<file path="src/rtl/vroute_pkg.sv">
package vroute_pkg;
  localparam int NPORT   = 5;
  localparam int NVQ     = NPORT - 1;
  localparam int PORT_W  = 3;
  localparam int VQ_W    = 2;
  localparam int COORD_W = 2;

  typedef enum logic [PORT_W-1:0] {
    PORT_LOCAL = 3'd0,
    PORT_NORTH = 3'd1,
    PORT_SOUTH = 3'd2,
    PORT_EAST  = 3'd3,
    PORT_WEST  = 3'd4
  } port_e;

  // control to datapath strobes
  typedef struct packed {
    logic [NPORT-1:0][NVQ-1:0]    pop;
    logic [NPORT-1:0][PORT_W-1:0] pick;
    logic [NPORT-1:0]             fire;
  } strobe_t;

  // queue slot at input inP that serves output outP
  function automatic logic [VQ_W-1:0] vqIndex(input logic [PORT_W-1:0] outP,
                                              input logic [PORT_W-1:0] inP);
    logic [PORT_W-1:0] t;
    t = (outP < inP) ? outP : outP - 3'd1;
    return t[VQ_W-1:0];
  endfunction

  // output served by queue slot q of input inP
  function automatic logic [PORT_W-1:0] vqTarget(input logic [VQ_W-1:0] q,
                                                 input logic [PORT_W-1:0] inP);
    logic [PORT_W-1:0] w;
    w = {1'b0, q};
    return (w < inP) ? w : w + 3'd1;
  endfunction

  function automatic logic [PORT_W-1:0] opposite(input logic [PORT_W-1:0] p);
    case (p)
      PORT_NORTH: return PORT_SOUTH;
      PORT_SOUTH: return PORT_NORTH;
      PORT_EAST:  return PORT_WEST;
      PORT_WEST:  return PORT_EAST;
      default:    return PORT_LOCAL;
    endcase
  endfunction

  function automatic logic [PORT_W-1:0] xyRoute(input logic [COORD_W-1:0] cx,
                                                input logic [COORD_W-1:0] cy,
                                                input logic [COORD_W-1:0] dx,
                                                input logic [COORD_W-1:0] dy);
    if (dx > cx) return PORT_EAST;
    if (dx < cx) return PORT_WEST;
    if (dy > cy) return PORT_NORTH;
    if (dy < cy) return PORT_SOUTH;
    return PORT_LOCAL;
  endfunction

  // queue select the neighbour behind outP needs for this destination
  function automatic logic [VQ_W-1:0] nextQsel(input logic [PORT_W-1:0]  outP,
                                               input logic [COORD_W-1:0] myX,
                                               input logic [COORD_W-1:0] myY,
                                               input logic [COORD_W-1:0] dx,
                                               input logic [COORD_W-1:0] dy);
    logic [COORD_W-1:0] nx, ny;
    nx = myX;
    ny = myY;
    case (outP)
      PORT_NORTH: ny = myY + 2'd1;
      PORT_SOUTH: ny = myY - 2'd1;
      PORT_EAST:  nx = myX + 2'd1;
      PORT_WEST:  nx = myX - 2'd1;
      default: ;
    endcase
    if (outP == PORT_LOCAL) return '0;
    return vqIndex(xyRoute(nx, ny, dx, dy), opposite(outP));
  endfunction
endpackage

</file>
<file path="src/rtl/vroute_fifo.sv">
module vroute_fifo #(
  parameter int W     = 16,
  parameter int DEPTH = 4
) (
  input  logic         clk,
  input  logic         rstN,
  input  logic         push,
  input  logic [W-1:0] din,
  input  logic         pop,
  output logic [W-1:0] dout,
  output logic         notEmpty
);
  localparam int AW = (DEPTH > 1) ? $clog2(DEPTH) : 1;
  localparam int CW = $clog2(DEPTH + 1);

  logic [W-1:0]  mem [DEPTH];
  logic [AW-1:0] wrPtr, rdPtr;
  logic [CW-1:0] count;
  logic          full;

  assign dout     = mem[rdPtr];
  assign notEmpty = (count != '0);
  assign full     = (count == CW'(DEPTH));

  function automatic logic [AW-1:0] bump(input logic [AW-1:0] p);
    return (p == AW'(DEPTH - 1)) ? '0 : p + 1'b1;
  endfunction

  always_ff @(posedge clk) begin
    if (push) mem[wrPtr] <= din;
  end

  always_ff @(posedge clk) begin
    if (!rstN) begin
      wrPtr <= '0;
      rdPtr <= '0;
      count <= '0;
    end else begin
      if (push) wrPtr <= bump(wrPtr);
      if (pop)  rdPtr <= bump(rdPtr);
      case ({push, pop})
        2'b10:   count <= count + 1'b1;
        2'b01:   count <= count - 1'b1;
        default: count <= count;
      endcase
    end
  end

  // credit flow never lets the upstream sender overrun a queue
  a_r7_no_overflow: assert property (@(posedge clk) disable iff (!rstN)
    push |-> !full);

  // control only dequeues a queue that holds a flit
  a_r4_pop_nonempty: assert property (@(posedge clk) disable iff (!rstN)
    pop |-> notEmpty);

  // a head flit that was not taken stays as it was
  a_r8_head_hold: assert property (@(posedge clk) disable iff (!rstN)
    (notEmpty && !pop) |=> $stable(dout));
endmodule

</file>
<file path="src/rtl/vroute_datapath.sv">
module vroute_datapath
  import vroute_pkg::*;
#(
  parameter int FLIT_W = 16,
  parameter int DEPTH  = 4,
  parameter int MY_X   = 1,
  parameter int MY_Y   = 2
) (
  input  logic                               clk,
  input  logic                               rstN,
  input  logic [NPORT-1:0][FLIT_W-1:0]       inFlit,
  input  logic [NPORT-1:0]                   inValid,
  input  logic [NPORT-1:0][VQ_W-1:0]         inQsel,
  input  strobe_t                            strb,
  output logic [NPORT-1:0][NVQ-1:0]          vqReady,
  output logic [NPORT-1:0][NVQ-1:0][VQ_W-1:0] headNext,
  output logic [NPORT-1:0][FLIT_W-1:0]       outFlit,
  output logic [NPORT-1:0]                   outValid,
  output logic [NPORT-1:0][VQ_W-1:0]         outQsel,
  output logic [NPORT-1:0][NVQ-1:0]          creditOut
);
  localparam logic [COORD_W-1:0] CX = COORD_W'(MY_X);
  localparam logic [COORD_W-1:0] CY = COORD_W'(MY_Y);

  logic [NPORT-1:0][NVQ-1:0][FLIT_W-1:0] head;
  logic [NPORT-1:0][FLIT_W-1:0]          xbFlit;
  logic [NPORT-1:0][VQ_W-1:0]            xbQsel;

  assign creditOut = strb.pop;

  for (genvar p = 0; p < NPORT; p++) begin : g_in
    for (genvar q = 0; q < NVQ; q++) begin : g_vq
      vroute_fifo #(.W(FLIT_W), .DEPTH(DEPTH)) u_fifo (
        .clk      (clk),
        .rstN     (rstN),
        .push     (inValid[p] && (inQsel[p] == VQ_W'(q))),
        .din      (inFlit[p]),
        .pop      (strb.pop[p][q]),
        .dout     (head[p][q]),
        .notEmpty (vqReady[p][q])
      );
      assign headNext[p][q] = nextQsel(vqTarget(VQ_W'(q), PORT_W'(p)), CX, CY,
                                       head[p][q][FLIT_W-1 -: COORD_W],
                                       head[p][q][FLIT_W-1-COORD_W -: COORD_W]);
    end
  end

  // crossbar: each output picks the head of its winner's queue
  for (genvar o = 0; o < NPORT; o++) begin : g_xb
    always_comb begin
      xbFlit[o] = '0;
      xbQsel[o] = '0;
      for (int p = 0; p < NPORT; p++) begin
        if (p != o && strb.pick[o] == PORT_W'(p)) begin
          xbFlit[o] = head[p][vqIndex(PORT_W'(o), PORT_W'(p))];
          xbQsel[o] = headNext[p][vqIndex(PORT_W'(o), PORT_W'(p))];
        end
      end
    end
  end

  always_ff @(posedge clk) begin
    if (!rstN) begin
      outValid <= '0;
      outFlit  <= '0;
      outQsel  <= '0;
    end else begin
      outValid <= strb.fire;
      for (int o = 0; o < NPORT; o++) begin
        if (strb.fire[o]) begin
          outFlit[o] <= xbFlit[o];
          outQsel[o] <= xbQsel[o];
        end
      end
    end
  end
endmodule

</file>
<file path="src/rtl/vroute_control.sv">
module vroute_control
  import vroute_pkg::*;
#(
  parameter int DEPTH = 4
) (
  input  logic                                 clk,
  input  logic                                 rstN,
  input  logic [NPORT-1:0][NVQ-1:0]            vqReady,
  input  logic [NPORT-1:0][NVQ-1:0][VQ_W-1:0]  headNext,
  input  logic [NPORT-1:0][NVQ-1:0]            creditIn,
  output strobe_t                              strb
);
  localparam int CW = $clog2(DEPTH + 1);

  logic [NPORT-1:0][NVQ-1:0][CW-1:0] cred;
  logic [NPORT-1:0][PORT_W-1:0]      ptr;
  logic [NPORT-1:0][NPORT-1:0]       elig;
  logic [NPORT-1:0][PORT_W-1:0]      winV;
  logic [NPORT-1:0]                  fireV;
  logic [NPORT-1:0][VQ_W-1:0]        chosenNext;

  always_comb begin
    elig = '0;
    for (int o = 0; o < NPORT; o++) begin
      for (int p = 0; p < NPORT; p++) begin
        if (p != o) begin
          elig[o][p] = vqReady[p][vqIndex(PORT_W'(o), PORT_W'(p))] &&
            (cred[o][headNext[p][vqIndex(PORT_W'(o), PORT_W'(p))]] != '0);
        end
      end
    end
  end

  // round-robin pick per output, scanning upward from the pointer
  always_comb begin
    int idx;
    fireV = '0;
    winV  = '0;
    for (int o = 0; o < NPORT; o++) begin
      for (int i = 0; i < NPORT; i++) begin
        idx = int'(ptr[o]) + i;
        if (idx >= NPORT) idx = idx - NPORT;
        if (!fireV[o] && elig[o][idx]) begin
          fireV[o] = 1'b1;
          winV[o]  = PORT_W'(idx);
        end
      end
    end
  end

  always_comb begin
    strb       = '0;
    chosenNext = '0;
    strb.fire  = fireV;
    strb.pick  = winV;
    for (int o = 0; o < NPORT; o++) begin
      for (int p = 0; p < NPORT; p++) begin
        if (p != o && fireV[o] && winV[o] == PORT_W'(p)) begin
          strb.pop[p][vqIndex(PORT_W'(o), PORT_W'(p))] = 1'b1;
          chosenNext[o] = headNext[p][vqIndex(PORT_W'(o), PORT_W'(p))];
        end
      end
    end
  end

  always_ff @(posedge clk) begin
    if (!rstN) begin
      ptr <= '0;
      for (int o = 0; o < NPORT; o++)
        for (int k = 0; k < NVQ; k++)
          cred[o][k] <= CW'(DEPTH);
    end else begin
      for (int o = 0; o < NPORT; o++) begin
        if (fireV[o])
          ptr[o] <= (winV[o] == PORT_W'(NPORT - 1)) ? '0 : winV[o] + 1'b1;
        for (int k = 0; k < NVQ; k++) begin
          case ({creditIn[o][k], fireV[o] && chosenNext[o] == VQ_W'(k)})
            2'b10:   cred[o][k] <= cred[o][k] + 1'b1;
            2'b01:   cred[o][k] <= cred[o][k] - 1'b1;
            default: cred[o][k] <= cred[o][k];
          endcase
        end
      end
    end
  end

  for (genvar o = 0; o < NPORT; o++) begin : g_chk
    // pointer always names a real port
    a_r6_ptr_range: assert property (@(posedge clk) disable iff (!rstN)
      ptr[o] < PORT_W'(NPORT));
    for (genvar k = 0; k < NVQ; k++) begin : g_k
      // downstream never returns more credits than it has slots
      a_r7_credit_bound: assert property (@(posedge clk) disable iff (!rstN)
        cred[o][k] <= CW'(DEPTH));
      // an exhausted counter stays empty until a credit arrives
      a_r7_credit_hold: assert property (@(posedge clk) disable iff (!rstN)
        (cred[o][k] == '0 && !creditIn[o][k]) |=> cred[o][k] == '0);
    end
  end
endmodule

</file>
<file path="src/rtl/vroute_top.sv">
module vroute_top
  import vroute_pkg::*;
#(
  parameter int FLIT_W   = 16,
  parameter int VQ_DEPTH = 4,
  parameter int MY_X     = 1,
  parameter int MY_Y     = 2
) (
  input  logic                    clk,
  input  logic                    rstN,
  input  logic [NPORT*FLIT_W-1:0] inFlit,
  input  logic [NPORT-1:0]        inValid,
  input  logic [NPORT*VQ_W-1:0]   inQsel,
  output logic [NPORT*NVQ-1:0]    creditOut,
  output logic [NPORT*FLIT_W-1:0] outFlit,
  output logic [NPORT-1:0]        outValid,
  output logic [NPORT*VQ_W-1:0]   outQsel,
  input  logic [NPORT*NVQ-1:0]    creditIn
);
  strobe_t                                strb;
  logic [NPORT-1:0][NVQ-1:0]              vqReady;
  logic [NPORT-1:0][NVQ-1:0][VQ_W-1:0]    headNext;
  logic [NPORT-1:0][FLIT_W-1:0]           inFlitA, outFlitA;
  logic [NPORT-1:0][VQ_W-1:0]             inQselA, outQselA;
  logic [NPORT-1:0][NVQ-1:0]              creditOutA, creditInA;

  assign inFlitA   = inFlit;
  assign inQselA   = inQsel;
  assign creditInA = creditIn;
  assign outFlit   = outFlitA;
  assign outQsel   = outQselA;
  assign creditOut = creditOutA;

  vroute_datapath #(.FLIT_W(FLIT_W), .DEPTH(VQ_DEPTH), .MY_X(MY_X), .MY_Y(MY_Y)) u_dp (
    .clk       (clk),
    .rstN      (rstN),
    .inFlit    (inFlitA),
    .inValid   (inValid),
    .inQsel    (inQselA),
    .strb      (strb),
    .vqReady   (vqReady),
    .headNext  (headNext),
    .outFlit   (outFlitA),
    .outValid  (outValid),
    .outQsel   (outQselA),
    .creditOut (creditOutA)
  );

  vroute_control #(.DEPTH(VQ_DEPTH)) u_ctl (
    .clk      (clk),
    .rstN     (rstN),
    .vqReady  (vqReady),
    .headNext (headNext),
    .creditIn (creditInA),
    .strb     (strb)
  );
endmodule

</file>
<file path="config.mk">
export PLATFORM = sky130hd
export DESIGN_NAME = vroute_top
export DESIGN_NICKNAME = d
export VERILOG_FILES = /design/src/rtl/vroute_pkg.sv /design/src/rtl/vroute_fifo.sv /design/src/rtl/vroute_datapath.sv /design/src/rtl/vroute_control.sv /design/src/rtl/vroute_top.sv
export SDC_FILE = /design/constraint.sdc
export NUM_CORES = 2
export LEC_CHECK = 0
export BUFFER_PORTS_ARGS = -buffer_cell sky130_fd_sc_hd__buf_2
export CORE_MARGIN = 2
export CORE_UTILIZATION = 53
export CTS_CLUSTER_SIZE = 20
export DETAILED_ROUTE_END_ITERATION = 16
export PLACE_DENSITY = 0.73
export RECOVER_POWER = 25
export SLEW_MARGIN = 15
export SYNTH_ARGS = -nofsm -noshare
export SYNTH_HDL_FRONTEND = slang
export SYNTH_HIERARCHICAL = 1
export SYNTH_SLANG_ARGS = --single-unit
</file>
<file path="constraint.sdc">
create_clock -name clk -period 9.7 [get_ports clk]
set_clock_uncertainty 0.2 [all_clocks]
set_input_delay 1.455 -clock clk [delete_from_list [all_inputs] [get_ports clk]]
set_output_delay 1.455 -clock clk [all_outputs]
set_load 0.03 [all_outputs]
</file>
==> reports/qor.yml <==
grt_usage: 0.255
post_synth_main_area_contributors: "sky130_fd_sc_hd__edfxtp_1 (53%), sky130_fd_sc_hd__dfxtp_1 (9.6%), sky130_fd_sc_hd__mux4_2 (6.6%)"
clk-insertion-delay-late_ps: 800
grt_use_met2: 0.406
flow.area_growth_from_synthesis_pct: 9.91
maxCapViolCount: 0
syn-mean-instance-area_sq_um: 15.5
io_pins: 232
run_status: "finished clean"
power.density_mw_per_mm2: 362
floorplan.die.height_um: 375
most_heavily_used_metal_layer_in_global_routing: "met2"
dominantRegCellSynth: "sky130_fd_sc_hd__edfxtp_1"
fin_util: 0.589
via_per_inst: 6.13
fin_crit_sh: 0.869
remaining_drc_errors: 0
p_leak_nw: 27.3
synth_edf_count: 1280
synthDistinctLibCells: 102
hold_depth: 2
critPathCaptureType: "primary output"
timing.reg2reg.worst_path_depth: 23
num-fill-cells: 10000
grt_start_max_net_pins: 79
slew_viol_final: 0
floorplan.core_area_sq_mm: 0.136
routed_wirelength_um: 181000
tritoncts: "done"
antenna_found_initial: 25
global_route.overflow_total: 0
dp.final_hpwl_um: 122000
post_cts_sizing: 0
clock_tree.buffer_depth: 3
required_ps: 8050
timing_worst_slew_pin_value_ps: 1130
synth-seq-cells: 1628
place.port_buffers: 229
fin_setup_tns_ps: 0
rsz_0062_raised_after_global_routing: "false"
detail_route.first_pass.iterations: 6
worst-r2r-setup-slack_ps: 1910
irDropWorstVdd_uv: 316
cp_slowest_stage_delay_ps: 1030
critical_path.max_fanout: 22
worst_hold_path.endpoint: "u_dp/outFlit[42]$_SDFFE_PN0P_"
fp.dieArea_sq_mm: 0.140
route.vias.total: 41800
hold_buffers: 0
vias_in_the_first_global_route: 40100
place_congestion: 0.893
holdCritStartpoint: "u_dp/outFlit[42]$_SDFFE_PN0P_"
worst_setup_hold_path_clk_slew_ps: 60
cts_setup_buffers: 0
floorplan.initialDensity: 0.536
finalSetupViolCount: 0
design.final.nets: 5268
timing_hold_violations_final: 0
timing.critical_path.arrival_ps: 6780
cts_sinks: 1628
synthesis.instances: 4690
maxSlewHeadroom: 0.248
gr-usage-met1: 0.356
width_of_the_die_um: 375
wire_length_of_the_first_global_routing_pass_um: 264000
fin_crit_ps: 8430
design_power_total_mw: 28.9
total_number_of_yosys_warnings: 6
antenna_left: 0
violation_count_after_the_first_detailed_routing_iteration: 4957
post_synth_instance_area_sq_mm: 0.0728
criticalPathCategory: "reg -> out"
cts.htree.levels: 4
cts_root_buffer: "sky130_fd_sc_hd__clkbuf_16"
yosys.area.top_type: "sky130_fd_sc_hd__edfxtp_1"
numCtsBuffers: 162
drt-wirelength-per-cell_um: 26.6
critical-path-slowest-cell: "sky130_fd_sc_hd__dfxtp_1"
groute.layer.met3.usage: 0.0476
worst_setup_path_start_kind: "register"
ys_seq_area_frac: 0.624
holdCritPathClass: "reg -> reg"
reg2reg_to: "u_ctl/cred[14]$_SDFFE_PN1P_"
clock.fmax_mhz: 119
synth_top_area_share: 0.528
ys_async_sr_fraction: 0
cp_cell_sequence: "mux4_1, a31oi_1, or4b_1, a22oi_1, o32ai_1, o2111a_1, a211oi_2, a21boi_0, o22ai_1, o32ai_1, inv_1, ha_1, ha_1, and2_1, buf_2"
placementRows: 135
layout_cells_sized_above_1: 0.147
-- cell usage after synthesis, drive strengths merged (63+ instances only) --
cell type and instances:
mux2i 134, buf 159, dfxtp 348, nor2 106
mux4 334, clkbuf 63, a21oi 110, inv 220
nand2 212, o21ai 167, nor2b 136, ha 221
xnor2 70, edfxtp 1280, or3 80, and2 169
o211ai 68
-- worst max-delay path: cells and delay by family (launching register included) --
kind	cells	cell delay (ps)
AOI/OAI and AO/OA	8	2150
muxes	1	710
adders and majority gates	2	610
and+or+nand+nor	2	720
buffers and inverters	2	770
DFF	1	1030
-- power by group --
group          switching (mW)  internal [mW]  total, mW
sequential              0.533           8.03       8.56
clock                    2.67           3.50       6.17
combinational            8.86           5.33       14.2
-- placed cells by master, fill, tap and decap left out, types with 20 or more instances in the layout --
| cell type | count |
|---|---|
| sky130_fd_sc_hd__clkinv_2 | 23 |
| sky130_fd_sc_hd__and3_1 | 21 |
| sky130_fd_sc_hd__nand3_1 | 49 |
| sky130_fd_sc_hd__o22ai_1 | 39 |
| sky130_fd_sc_hd__and2_1 | 168 |
| sky130_fd_sc_hd__o211ai_1 | 68 |
| sky130_fd_sc_hd__mux4_1 | 120 |
| sky130_fd_sc_hd__or3_1 | 78 |
| sky130_fd_sc_hd__o211a_1 | 37 |
| sky130_fd_sc_hd__mux2i_1 | 134 |
| sky130_fd_sc_hd__xor2_1 | 34 |
| sky130_fd_sc_hd__mux2_2 | 54 |
| sky130_fd_sc_hd__ha_1 | 221 |
| sky130_fd_sc_hd__edfxtp_1 | 1280 |
| sky130_fd_sc_hd__nand2b_1 | 54 |
| sky130_fd_sc_hd__xnor2_1 | 70 |
| sky130_fd_sc_hd__o21ai_0 | 157 |
| sky130_fd_sc_hd__fa_1 | 40 |
| sky130_fd_sc_hd__a31oi_1 | 34 |
| sky130_fd_sc_hd__nand2_1 | 211 |
| sky130_fd_sc_hd__nor2_1 | 106 |
| sky130_fd_sc_hd__clkbuf_16 | 164 |
| sky130_fd_sc_hd__a21boi_0 | 38 |
| sky130_fd_sc_hd__nor3_1 | 41 |
| sky130_fd_sc_hd__mux4_2 | 214 |
| sky130_fd_sc_hd__buf_4 | 20 |
| sky130_fd_sc_hd__dfxtp_1 | 348 |
| sky130_fd_sc_hd__o21a_1 | 28 |
| sky130_fd_sc_hd__inv_1 | 218 |
| sky130_fd_sc_hd__clkbuf_1 | 109 |
| sky130_fd_sc_hd__nor2b_1 | 135 |
| sky130_fd_sc_hd__buf_2 | 171 |
| sky130_fd_sc_hd__a21oi_1 | 110 |
| sky130_fd_sc_hd__nor3b_1 | 53 |
| sky130_fd_sc_hd__a22oi_1 | 29 |
-- state kept, by name, indices dropped and copies added (netlist names), named ones only --
name	flops
u_dp/g_in.g_vq.u_fifo/mem	1280
u_dp/outFlit	80
u_ctl/cred	60
u_dp/g_in.g_vq.u_fifo/count	60
u_dp/g_in.g_vq.u_fifo/rdPtr	40
u_dp/g_in.g_vq.u_fifo/wrPtr	40
u_ctl/ptr	15
u_dp/outQsel	8
u_dp/outValid	5
-- how the worst max path moves through the flow --
stage                                           from                           to  slack, ps  depth (start not counted)
after floorplan           u_ctl/ptr[12]$_SDFFE_PN0P_                creditOut[15]       3690                         18
after global placement                      register  u_ctl/cred[14]$_SDFFE_PN1P_       2110                         23
after detailed placement                    register  u_ctl/cred[14]$_SDFFE_PN1P_       1950                         23
after CTS                                   register                creditOut[15]       1200                         15
after global routing                        register                creditOut[13]        780                         15
final                                       register                creditOut[13]       1270                         15
-- per-stage QoR --
step	instance area, sq um	hold slack [ps]	setup slack [ps]	instances
6_report	80000	272	1270	6812
5_1_grt	80000	289	777	6805
4_1_cts	80100	274	1200	6805
3_5_place_dp	74800	265	1950	6507
3_3_place_gp	74800	257	2110	6507
2_1_floorplan	72800	259	3690	4699
-- layer usage --
layer | wire length [um] | vias to the layer above
met4 | 6060 | 34
met5 | 218 | -
li1 | - | 18500
met3 | 15100 | 273
met2 | 86300 | 1752
met1 | 73300 | 21200
-- cell type report --
cell class / instances / area, sq um / share of cell area
Antenna cell: 7 / 17.5 / 0.000219
Clock buffer: 233 / 4520 / 0.0565
Clock inverter: 65 / 742 / 0.00927
Inverter: 225 / 850 / 0.0106
Multi-Input combinational cell: 2624 / 25000 / 0.313
Sequential cell: 1628 / 45400 / 0.568
Tap cell: 1781 / 2230 / 0.0279
Timing Repair Buffer: 249 / 1230 / 0.0154
-- logic make-up after synthesis --
family | count (synthesis) | synth area share
AO/OA/AOI/OAI | 716 | 0.0676
other | 3 | 0.000155
buffers and inverters | 447 | 0.0333
AND/OR/NAND/NOR | 1008 | 0.0772
flip-flops | 1628 | 0.624
multiplexers | 523 | 0.136
adder cells (fa/ha/maj) | 261 | 0.0490
XOR/XNOR | 104 | 0.0125
(Power assumes the default switching activity.)
